### src/rtl/tune_pkg.sv
package tune_pkg;
  localparam int BYTE_W    = 8;
  localparam int MAIN_W    = 13;
  localparam int SWAL_W    = 4;
  localparam int REF_W     = 4;
  localparam int PORT_W    = 4;
  localparam int CONV_W    = 3;
  localparam int SEL_W     = 2;
  localparam int FREQ_HI_W = BYTE_W - 1;
  localparam int CNT_W     = $clog2(BYTE_W);
  localparam logic [BYTE_W-SEL_W-2:0] ADDR_FIXED = 5'b11000;

  typedef enum logic [2:0] {
    ST_IDLE, ST_ADDR, ST_ADDR_ACK, ST_WDATA, ST_WACK, ST_RDATA, ST_RACK, ST_IGNORE
  } busState_t;

  typedef struct packed {
    logic txnStart;
    logic shiftIn;
    logic wrByte;
    logic loadTx;
    logic shiftTx;
    logic porClr;
  } tuneStrb_t;
endpackage

### src/rtl/tune_bus_ctrl.sv
module tune_bus_ctrl
  import tune_pkg::*;
#(
  parameter int SYNC_STAGES = 2
) (
  input  logic                clk,
  input  logic                rstN,
  input  logic                sclIn,
  input  logic                sdaIn,
  input  logic [SEL_W-1:0]    addrSel,
  input  logic [BYTE_W-1:0]   rxByte,
  input  logic                txMsb,
  output tuneStrb_t           strb,
  output logic                sdaBit,
  output logic                sdaOe
);
  localparam logic [CNT_W-1:0] LAST_BIT = CNT_W'(BYTE_W - 1);

  logic [SYNC_STAGES-1:0] sclSync, sdaSync;
  logic sclS, sdaS, sclD, sdaD;
  logic sclRise, sclFall, startEv, stopEv;
  busState_t state;
  logic [CNT_W-1:0] bitCnt;
  logic gotByte, rwBit, mNack, addrMatch;

  generate
    if (SYNC_STAGES == 1) begin : g_sync1
      always_ff @(posedge clk or negedge rstN) begin
        if (!rstN) begin
          sclSync <= '1;
          sdaSync <= '1;
        end else begin
          sclSync <= sclIn;
          sdaSync <= sdaIn;
        end
      end
    end else begin : g_syncN
      always_ff @(posedge clk or negedge rstN) begin
        if (!rstN) begin
          sclSync <= '1;
          sdaSync <= '1;
        end else begin
          sclSync <= {sclSync[SYNC_STAGES-2:0], sclIn};
          sdaSync <= {sdaSync[SYNC_STAGES-2:0], sdaIn};
        end
      end
    end
  endgenerate

  assign sclS = sclSync[SYNC_STAGES-1];
  assign sdaS = sdaSync[SYNC_STAGES-1];
  assign sdaBit = sdaS;

  always_ff @(posedge clk or negedge rstN) begin
    if (!rstN) begin
      sclD <= 1'b1;
      sdaD <= 1'b1;
    end else begin
      sclD <= sclS;
      sdaD <= sdaS;
    end
  end

  assign sclRise = sclS & ~sclD;
  assign sclFall = ~sclS & sclD;
  assign startEv = sclS & sclD & sdaD & ~sdaS;
  assign stopEv  = sclS & sclD & ~sdaD & sdaS;
  assign addrMatch = (rxByte[BYTE_W-1:1] == {ADDR_FIXED, addrSel});

  always_comb begin
    strb = '0;
    strb.txnStart = startEv;
    strb.shiftIn  = sclRise && (state == ST_ADDR || state == ST_WDATA);
    strb.wrByte   = sclFall && state == ST_WDATA && gotByte;
    strb.loadTx   = sclFall && ((state == ST_ADDR_ACK && rwBit) || (state == ST_RACK && !mNack));
    strb.shiftTx  = sclFall && state == ST_RDATA && bitCnt != LAST_BIT;
    strb.porClr   = sclFall && state == ST_RDATA && bitCnt == LAST_BIT;
  end

  assign sdaOe = (state == ST_ADDR_ACK) || (state == ST_WACK) || (state == ST_RDATA && !txMsb);

  always_ff @(posedge clk or negedge rstN) begin
    if (!rstN) begin
      state   <= ST_IDLE;
      bitCnt  <= '0;
      gotByte <= 1'b0;
      rwBit   <= 1'b0;
      mNack   <= 1'b1;
    end else if (startEv) begin
      state   <= ST_ADDR;
      bitCnt  <= '0;
      gotByte <= 1'b0;
    end else if (stopEv) begin
      state <= ST_IDLE;
    end else begin
      case (state)
        ST_ADDR, ST_WDATA: begin
          if (sclRise) begin
            bitCnt <= bitCnt + 1'b1;
            if (bitCnt == LAST_BIT) gotByte <= 1'b1;
          end else if (sclFall && gotByte) begin
            gotByte <= 1'b0;
            bitCnt  <= '0;
            if (state == ST_WDATA) begin
              state <= ST_WACK;
            end else if (addrMatch) begin
              state <= ST_ADDR_ACK;
              rwBit <= rxByte[0];
            end else begin
              state <= ST_IGNORE;
            end
          end
        end
        ST_ADDR_ACK: if (sclFall) begin
          state  <= rwBit ? ST_RDATA : ST_WDATA;
          bitCnt <= '0;
        end
        ST_WACK: if (sclFall) state <= ST_WDATA;
        ST_RDATA: if (sclFall) begin
          if (bitCnt == LAST_BIT) begin
            state  <= ST_RACK;
            bitCnt <= '0;
          end else begin
            bitCnt <= bitCnt + 1'b1;
          end
        end
        ST_RACK: begin
          if (sclRise) mNack <= sdaS;
          else if (sclFall) state <= mNack ? ST_IGNORE : ST_RDATA;
        end
        default: ;
      endcase
    end
  end
endmodule

### src/rtl/tune_regs.sv
module tune_regs
  import tune_pkg::*;
(
  input  logic               clk,
  input  logic               rstN,
  input  tuneStrb_t          strb,
  input  logic               sdaBit,
  input  logic               lockFlag,
  input  logic [CONV_W-1:0]  convCode,
  output logic [BYTE_W-1:0]  rxByte,
  output logic               txMsb,
  output logic [MAIN_W-1:0]  mainRatio,
  output logic [SWAL_W-1:0]  swallow,
  output logic               prescEn,
  output logic [REF_W-1:0]   refCode,
  output logic               varicapOff,
  output logic               cpHigh,
  output logic [PORT_W-1:0]  portBits
);
  localparam int LOW_W = FREQ_HI_W + BYTE_W - SWAL_W;

  logic [BYTE_W-1:0]    txShift;
  logic [FREQ_HI_W-1:0] pairHi;
  logic pairPend, ctl2Next, porFlag;
  logic [BYTE_W-1:0] statusByte;

  assign statusByte = {porFlag, lockFlag, 3'b111, convCode};
  assign txMsb = txShift[BYTE_W-1];

  always_ff @(posedge clk or negedge rstN) begin
    if (!rstN) begin
      rxByte  <= '0;
      txShift <= '1;
      porFlag <= 1'b1;
    end else begin
      if (strb.shiftIn) rxByte <= {rxByte[BYTE_W-2:0], sdaBit};
      if (strb.loadTx) txShift <= statusByte;
      else if (strb.shiftTx) txShift <= {txShift[BYTE_W-2:0], 1'b1};
      else if (strb.porClr) begin
        txShift <= '1;
        porFlag <= 1'b0;
      end
    end
  end

  always_ff @(posedge clk or negedge rstN) begin
    if (!rstN) begin
      pairHi     <= '0;
      pairPend   <= 1'b0;
      ctl2Next   <= 1'b0;
      mainRatio  <= '0;
      swallow    <= '0;
      prescEn    <= 1'b0;
      refCode    <= '0;
      varicapOff <= 1'b0;
      cpHigh     <= 1'b0;
      portBits   <= '0;
    end else if (strb.txnStart) begin
      pairPend <= 1'b0;
      ctl2Next <= 1'b0;
    end else if (strb.wrByte) begin
      if (ctl2Next) begin
        varicapOff <= rxByte[7];
        cpHigh     <= rxByte[6];
        portBits   <= rxByte[PORT_W-1:0];
        ctl2Next   <= 1'b0;
      end else if (pairPend) begin
        mainRatio[LOW_W-1:0] <= {pairHi, rxByte[BYTE_W-1:SWAL_W]};
        swallow  <= rxByte[SWAL_W-1:0];
        pairPend <= 1'b0;
      end else if (rxByte[BYTE_W-1]) begin
        mainRatio[MAIN_W-1:LOW_W] <= rxByte[6:5];
        prescEn  <= rxByte[4];
        refCode  <= rxByte[REF_W-1:0];
        ctl2Next <= 1'b1;
      end else begin
        pairHi   <= rxByte[FREQ_HI_W-1:0];
        pairPend <= 1'b1;
      end
    end
  end
endmodule

### src/rtl/tune_reg_slave.sv
module tune_reg_slave
  import tune_pkg::*;
(
  input  logic               clk,
  input  logic               rstN,
  input  logic               sclIn,
  input  logic               sdaIn,
  output logic               sdaOe,
  input  logic [SEL_W-1:0]   addrSel,
  input  logic               lockFlag,
  input  logic [CONV_W-1:0]  convCode,
  output logic [MAIN_W-1:0]  mainRatio,
  output logic [SWAL_W-1:0]  swallow,
  output logic               prescEn,
  output logic [REF_W-1:0]   refCode,
  output logic               varicapOff,
  output logic               cpHigh,
  output logic [PORT_W-1:0]  portBits
);
  tuneStrb_t ctrlStr;
  logic [BYTE_W-1:0] rxByte;
  logic txMsb, sdaBit;

  tune_bus_ctrl #(.SYNC_STAGES(2)) u_ctrl (
    .clk(clk), .rstN(rstN), .sclIn(sclIn), .sdaIn(sdaIn), .addrSel(addrSel),
    .rxByte(rxByte), .txMsb(txMsb), .strb(ctrlStr), .sdaBit(sdaBit), .sdaOe(sdaOe)
  );

  tune_regs u_regs (
    .clk(clk), .rstN(rstN), .strb(ctrlStr), .sdaBit(sdaBit), .lockFlag(lockFlag),
    .convCode(convCode), .rxByte(rxByte), .txMsb(txMsb), .mainRatio(mainRatio),
    .swallow(swallow), .prescEn(prescEn), .refCode(refCode), .varicapOff(varicapOff),
    .cpHigh(cpHigh), .portBits(portBits)
  );
endmodule

### config.mk
export PLATFORM = sky130hd
export DESIGN_NAME = tune_reg_slave
export DESIGN_NICKNAME = d
export VERILOG_FILES = /design/src/rtl/tune_pkg.sv /design/src/rtl/tune_bus_ctrl.sv /design/src/rtl/tune_regs.sv /design/src/rtl/tune_reg_slave.sv
export SDC_FILE = /design/constraint.sdc
export NUM_CORES = 1
export LEC_CHECK = 0
export BUFFER_PORTS_ARGS = -buffer_cell sky130_fd_sc_hd__buf_2
export CORE_ASPECT_RATIO = 1.25
export CORE_MARGIN = 2
export CORE_UTILIZATION = 50
export DETAILED_ROUTE_END_ITERATION = 12
export PLACE_DENSITY = 0.68
export SETUP_SLACK_MARGIN = 0.2
export SLEW_MARGIN = 20
export SYNTH_ARGS = -nofsm -noshare
export SYNTH_HDL_FRONTEND = slang
export SYNTH_SLANG_ARGS = --single-unit
export TNS_END_PERCENT = 20
### constraint.sdc
create_clock -name clk -period 2.5 [get_ports clk]
set_clock_uncertainty 0.2 [all_clocks]
set_input_delay 0.25 -clock clk [delete_from_list [all_inputs] [get_ports clk]]
set_output_delay 0.25 -clock clk [all_outputs]
set_load 0.005 [all_outputs]
==> flow_summary_export.csv <==
group,metric,value,unit
grt,antenna_found_initial,0,
sta,fin_crit_sh,89.9,%
grt,globalRouteOverflowTotal,0,
synth,ys_top_cells_by_area,"dfrtp_1 (42%), mux2_2 (16%), dfstp_2 (13%)",
route,met2_length,2.95,mm
route,num_vias,2069,
die,ioPinCount,39,
sta,holdWs,0.164,ns
route,wire_per_inst,16.2,µm
synth,syn_nets,252,
placed_design,gp_congestion,0.866,
synth,synth_area,0.00315,mm²
setup_path,max_stage_delay,0.73,ns
route,drt-vias-per-instance,5.42,
synth,yosysSeqAreaShare,55.5,%
die,core,0.00613,mm²
power_and_ir_drop,power.leakage,1.83,nW
cells_and_area,layout_common_cells,"dfrtp_1 (53), mux2_2 (45), buf_2 (38)",
cts,root_buffer,"clkbuf_8",
sta,setup_viol,0,
die,die_h,92.7,µm
setup_path,crit_chain,"and2b_1 > nand4_4 > or4b_1 > mux2_4",
synth,synth_top_area_share,42.1,%
cts,cts_tree,"built",
placed_design,place_ws,0.264,ns
die,rows,32,
grt,grt_pass1_vias,2159,
setup_path,crit_type,"reg -> reg",
setup_path,crit_required,2.53,ns
sta,tightest_slew,0.500,ns
setup_path,cp-end-kind,"flop",
cells_and_area,final_common_cell,"dfrtp_1",
flow_run,drv_cap,0,
grt,grt_max_degree,28,
cts,cts_max_path_buffers,2,
cts,h-tree-depth,3,
synth,synthFlopType,"dfrtp_1",
setup_path,reg2reg_to,"u_regs.refCode[2]",
cells_and_area,fin_nets,304,
die,die-area,0.00695,mm²
cts,cts_setup_buffers,0,
setup_path,crit_path_start,"u_ctrl.sclSync[1]",
grt,grt_pass1_wl,10.8,mm
route,antenna_left,0,
setup_path,critical_path.slowest_cell,"or4b_1",
setup_path,crit_cells,4,
cts,clock_latency,0.35,ns
placed_design,io_buffers,38,
synth,synth_edf_count,0,
placed_design,place_area,0.00345,mm²
die,die_width,75.0,µm
sta,fin_ws,0.252,ns
route,initialDrtViolationCount,201,
cells_and_area,final_util,61.2,%
setup_path,rr_worst_depth,4,
sta,rsz0062_at_grt,"yes",
sta,maxSlewViolCount,0,
synth,ys_ff_latch,69,
cells_and_area,final_area,0.00375,mm²
sta,max_freq,0.445,GHz
cells_and_area,n_antenna_cell,0,
cts,clkTransAtPathRegs,0.07,ns
synth,avgSynthCellArea,13.1,µm²
sta,slew_headroom,66.7,%
grt,grt_usage,20.7,%
sta,finalHoldViolCount,0,
synth,ys_types,52,
route,wl,6.18,mm
placed_design,hpwl,4.19,mm
setup_path,path_max_fanout,15,
power_and_ir_drop,powerDensity,828,mW/mm²
route,met1Wirelength,2.89,mm
power_and_ir_drop,vdd_drop_max,0.000447,V
setup_path,cp_num_buf_inv,0,
route,dr_wl_met3,216,µm
setup_path,cp-endpoint,"u_regs.refCode[2]",
outcome,status,"complete, no violations",
cells_and_area,drive_above_1_share,46.8,%
route,drt_pass1_iterations,4,
setup_path,critPathLaunchType,"flop",
synth,synthCells,240,
cells_and_area,syn_to_final_growth,19.0,%
synth,async_flop_share,100,%
route,top_layer_used,"met4",
route,drcViolationCount,0,
min_path,hold_path.startpoint,"u_ctrl.sclSync[0]",
setup_path,rrSetupSlack,0.25,ns
synth,synth_top_area_cell,"dfrtp_1",
synth,ys_warn_count,0,
setup_path,crit_arrival,2.28,ns
setup_path,r2r_start,"u_ctrl.sclSync[1]",
sta,tns,0,ns
cts,cts_buffers,9,
setup_path,cp_top_family,"simple AND/OR/NAND/NOR gates",
min_path,hp-class,"reg -> reg",
sta,timing.final.crit_period,2.25,ns
die,initial_utilization,51.4,%
cts,cts_sinks,69,
-- cell families (layout without fill, tap and decap cells) --
logic type | count (synthesis) | in the layout | synth area share, %
AOI/OAI and AO/OA | 42 | 42 | 9.18
xor gates and xnor gates | 3 | 3 | 0.835
adders and majority gates | 2 | 2 | 0.795
buffers and inverters | 18 | 75 | 2.70
DFF | 69 | 69 | 55.5
muxes | 54 | 54 | 20.1
and+or+nand+nor | 52 | 52 | 10.9
-- area by class of cell --
| type | count | area (µm²) |
|---|---|---|
| Timing Repair Buffer | 55 | 335 |
| Fill cell | 483 | 2380 |
| Clock inverter | 5 | 83.8 |
| Multi-Input combinational cell | 153 | 1320 |
| Sequential cell | 69 | 1750 |
| Inverter | 4 | 15.0 |
| Tap cell | 85 | 106 |
| Clock buffer | 11 | 141 |
-- per-layer routing --
layer | up-vias | GRT usage, %
li1 | 983 | -
met1 | 1026 | 28.0
met2 | 49 | 32.0
met3 | 11 | 4.13
met4 | 0 | 9.38
met5 | - | 0
-- stage by stage --
stage	instances	power, mW
global route	382	3.27
CTS	382	3.11
detailed placement	359	2.08
floorplan	240	1.91
global placement	359	2.07
finish	382	3.10
-- worst min path at each step --
stage	end	slack, ns	cells past startpoint
global placement	u_ctrl.bitCnt[0]	0.04	1
floorplan	u_ctrl.bitCnt[0]	-0.25	0
detailed placement	u_ctrl.bitCnt[0]	0.05	1
global route	u_ctrl.sclSync[1]	0.17	0
finish	u_ctrl.sclSync[1]	0.16	0
CTS	u_ctrl.sclSync[1]	0.17	0
-- registers in the layout, summed over array words and instances, names as in the netlist --
signal	count
u_regs.cpHigh	1
u_ctrl.mNack	1
u_ctrl.sclSync	2
u_regs.swallow	4
u_ctrl.state	3
u_ctrl.bitCnt	3
u_regs.rxByte	8
u_regs.varicapOff	1
u_regs.prescEn	1
u_regs.txShift	8
u_ctrl.sdaSync	2
u_regs.porFlag	1
u_ctrl.gotByte	1
u_ctrl.rwBit	1
u_regs.ctl2Next	1
u_ctrl.sclD	1
u_regs.mainRatio	13
u_regs.pairPend	1
u_regs.portBits	4
u_ctrl.sdaD	1
u_regs.refCode	4
u_regs.pairHi	7
-- synth_stat cells, drive strengths merged (3+ instances only) --
master / number
dfrtp: 53
mux2: 52
dfstp: 16
o21ai: 10
a21oi: 9
clkbuf: 9
nand2: 7
nor2: 6
nor2b: 6
buf: 5
nor3: 5
inv: 4
nand2b: 4
nand3: 4
a21o: 3
nand4: 3
nor3b: 3
o32a: 3
xnor2: 3
-- where the power goes --
group          switching [mW]  internal, mW  leakage (nW)
Sequential              0.119          1.29         0.893
Clock                   0.430         0.593         0.106
Combinational           0.341         0.327         0.833
-- worst reg2reg max path, cell delays in order (launching register included) --
cell,delay [ns]
dfstp_2,0.44
and2b_1,0.25
nand4_4,0.13
or4b_1,0.73
mux2_4,0.38
-- what timing repair did --
action	4_1_cts	5_1_grt
resized for setup	0	1
hold buffers	7	0
endpoints found under the hold margin	14	0
endpoints found under the setup margin	0	8
Note: power is estimated with default switching activity, not from simulation.
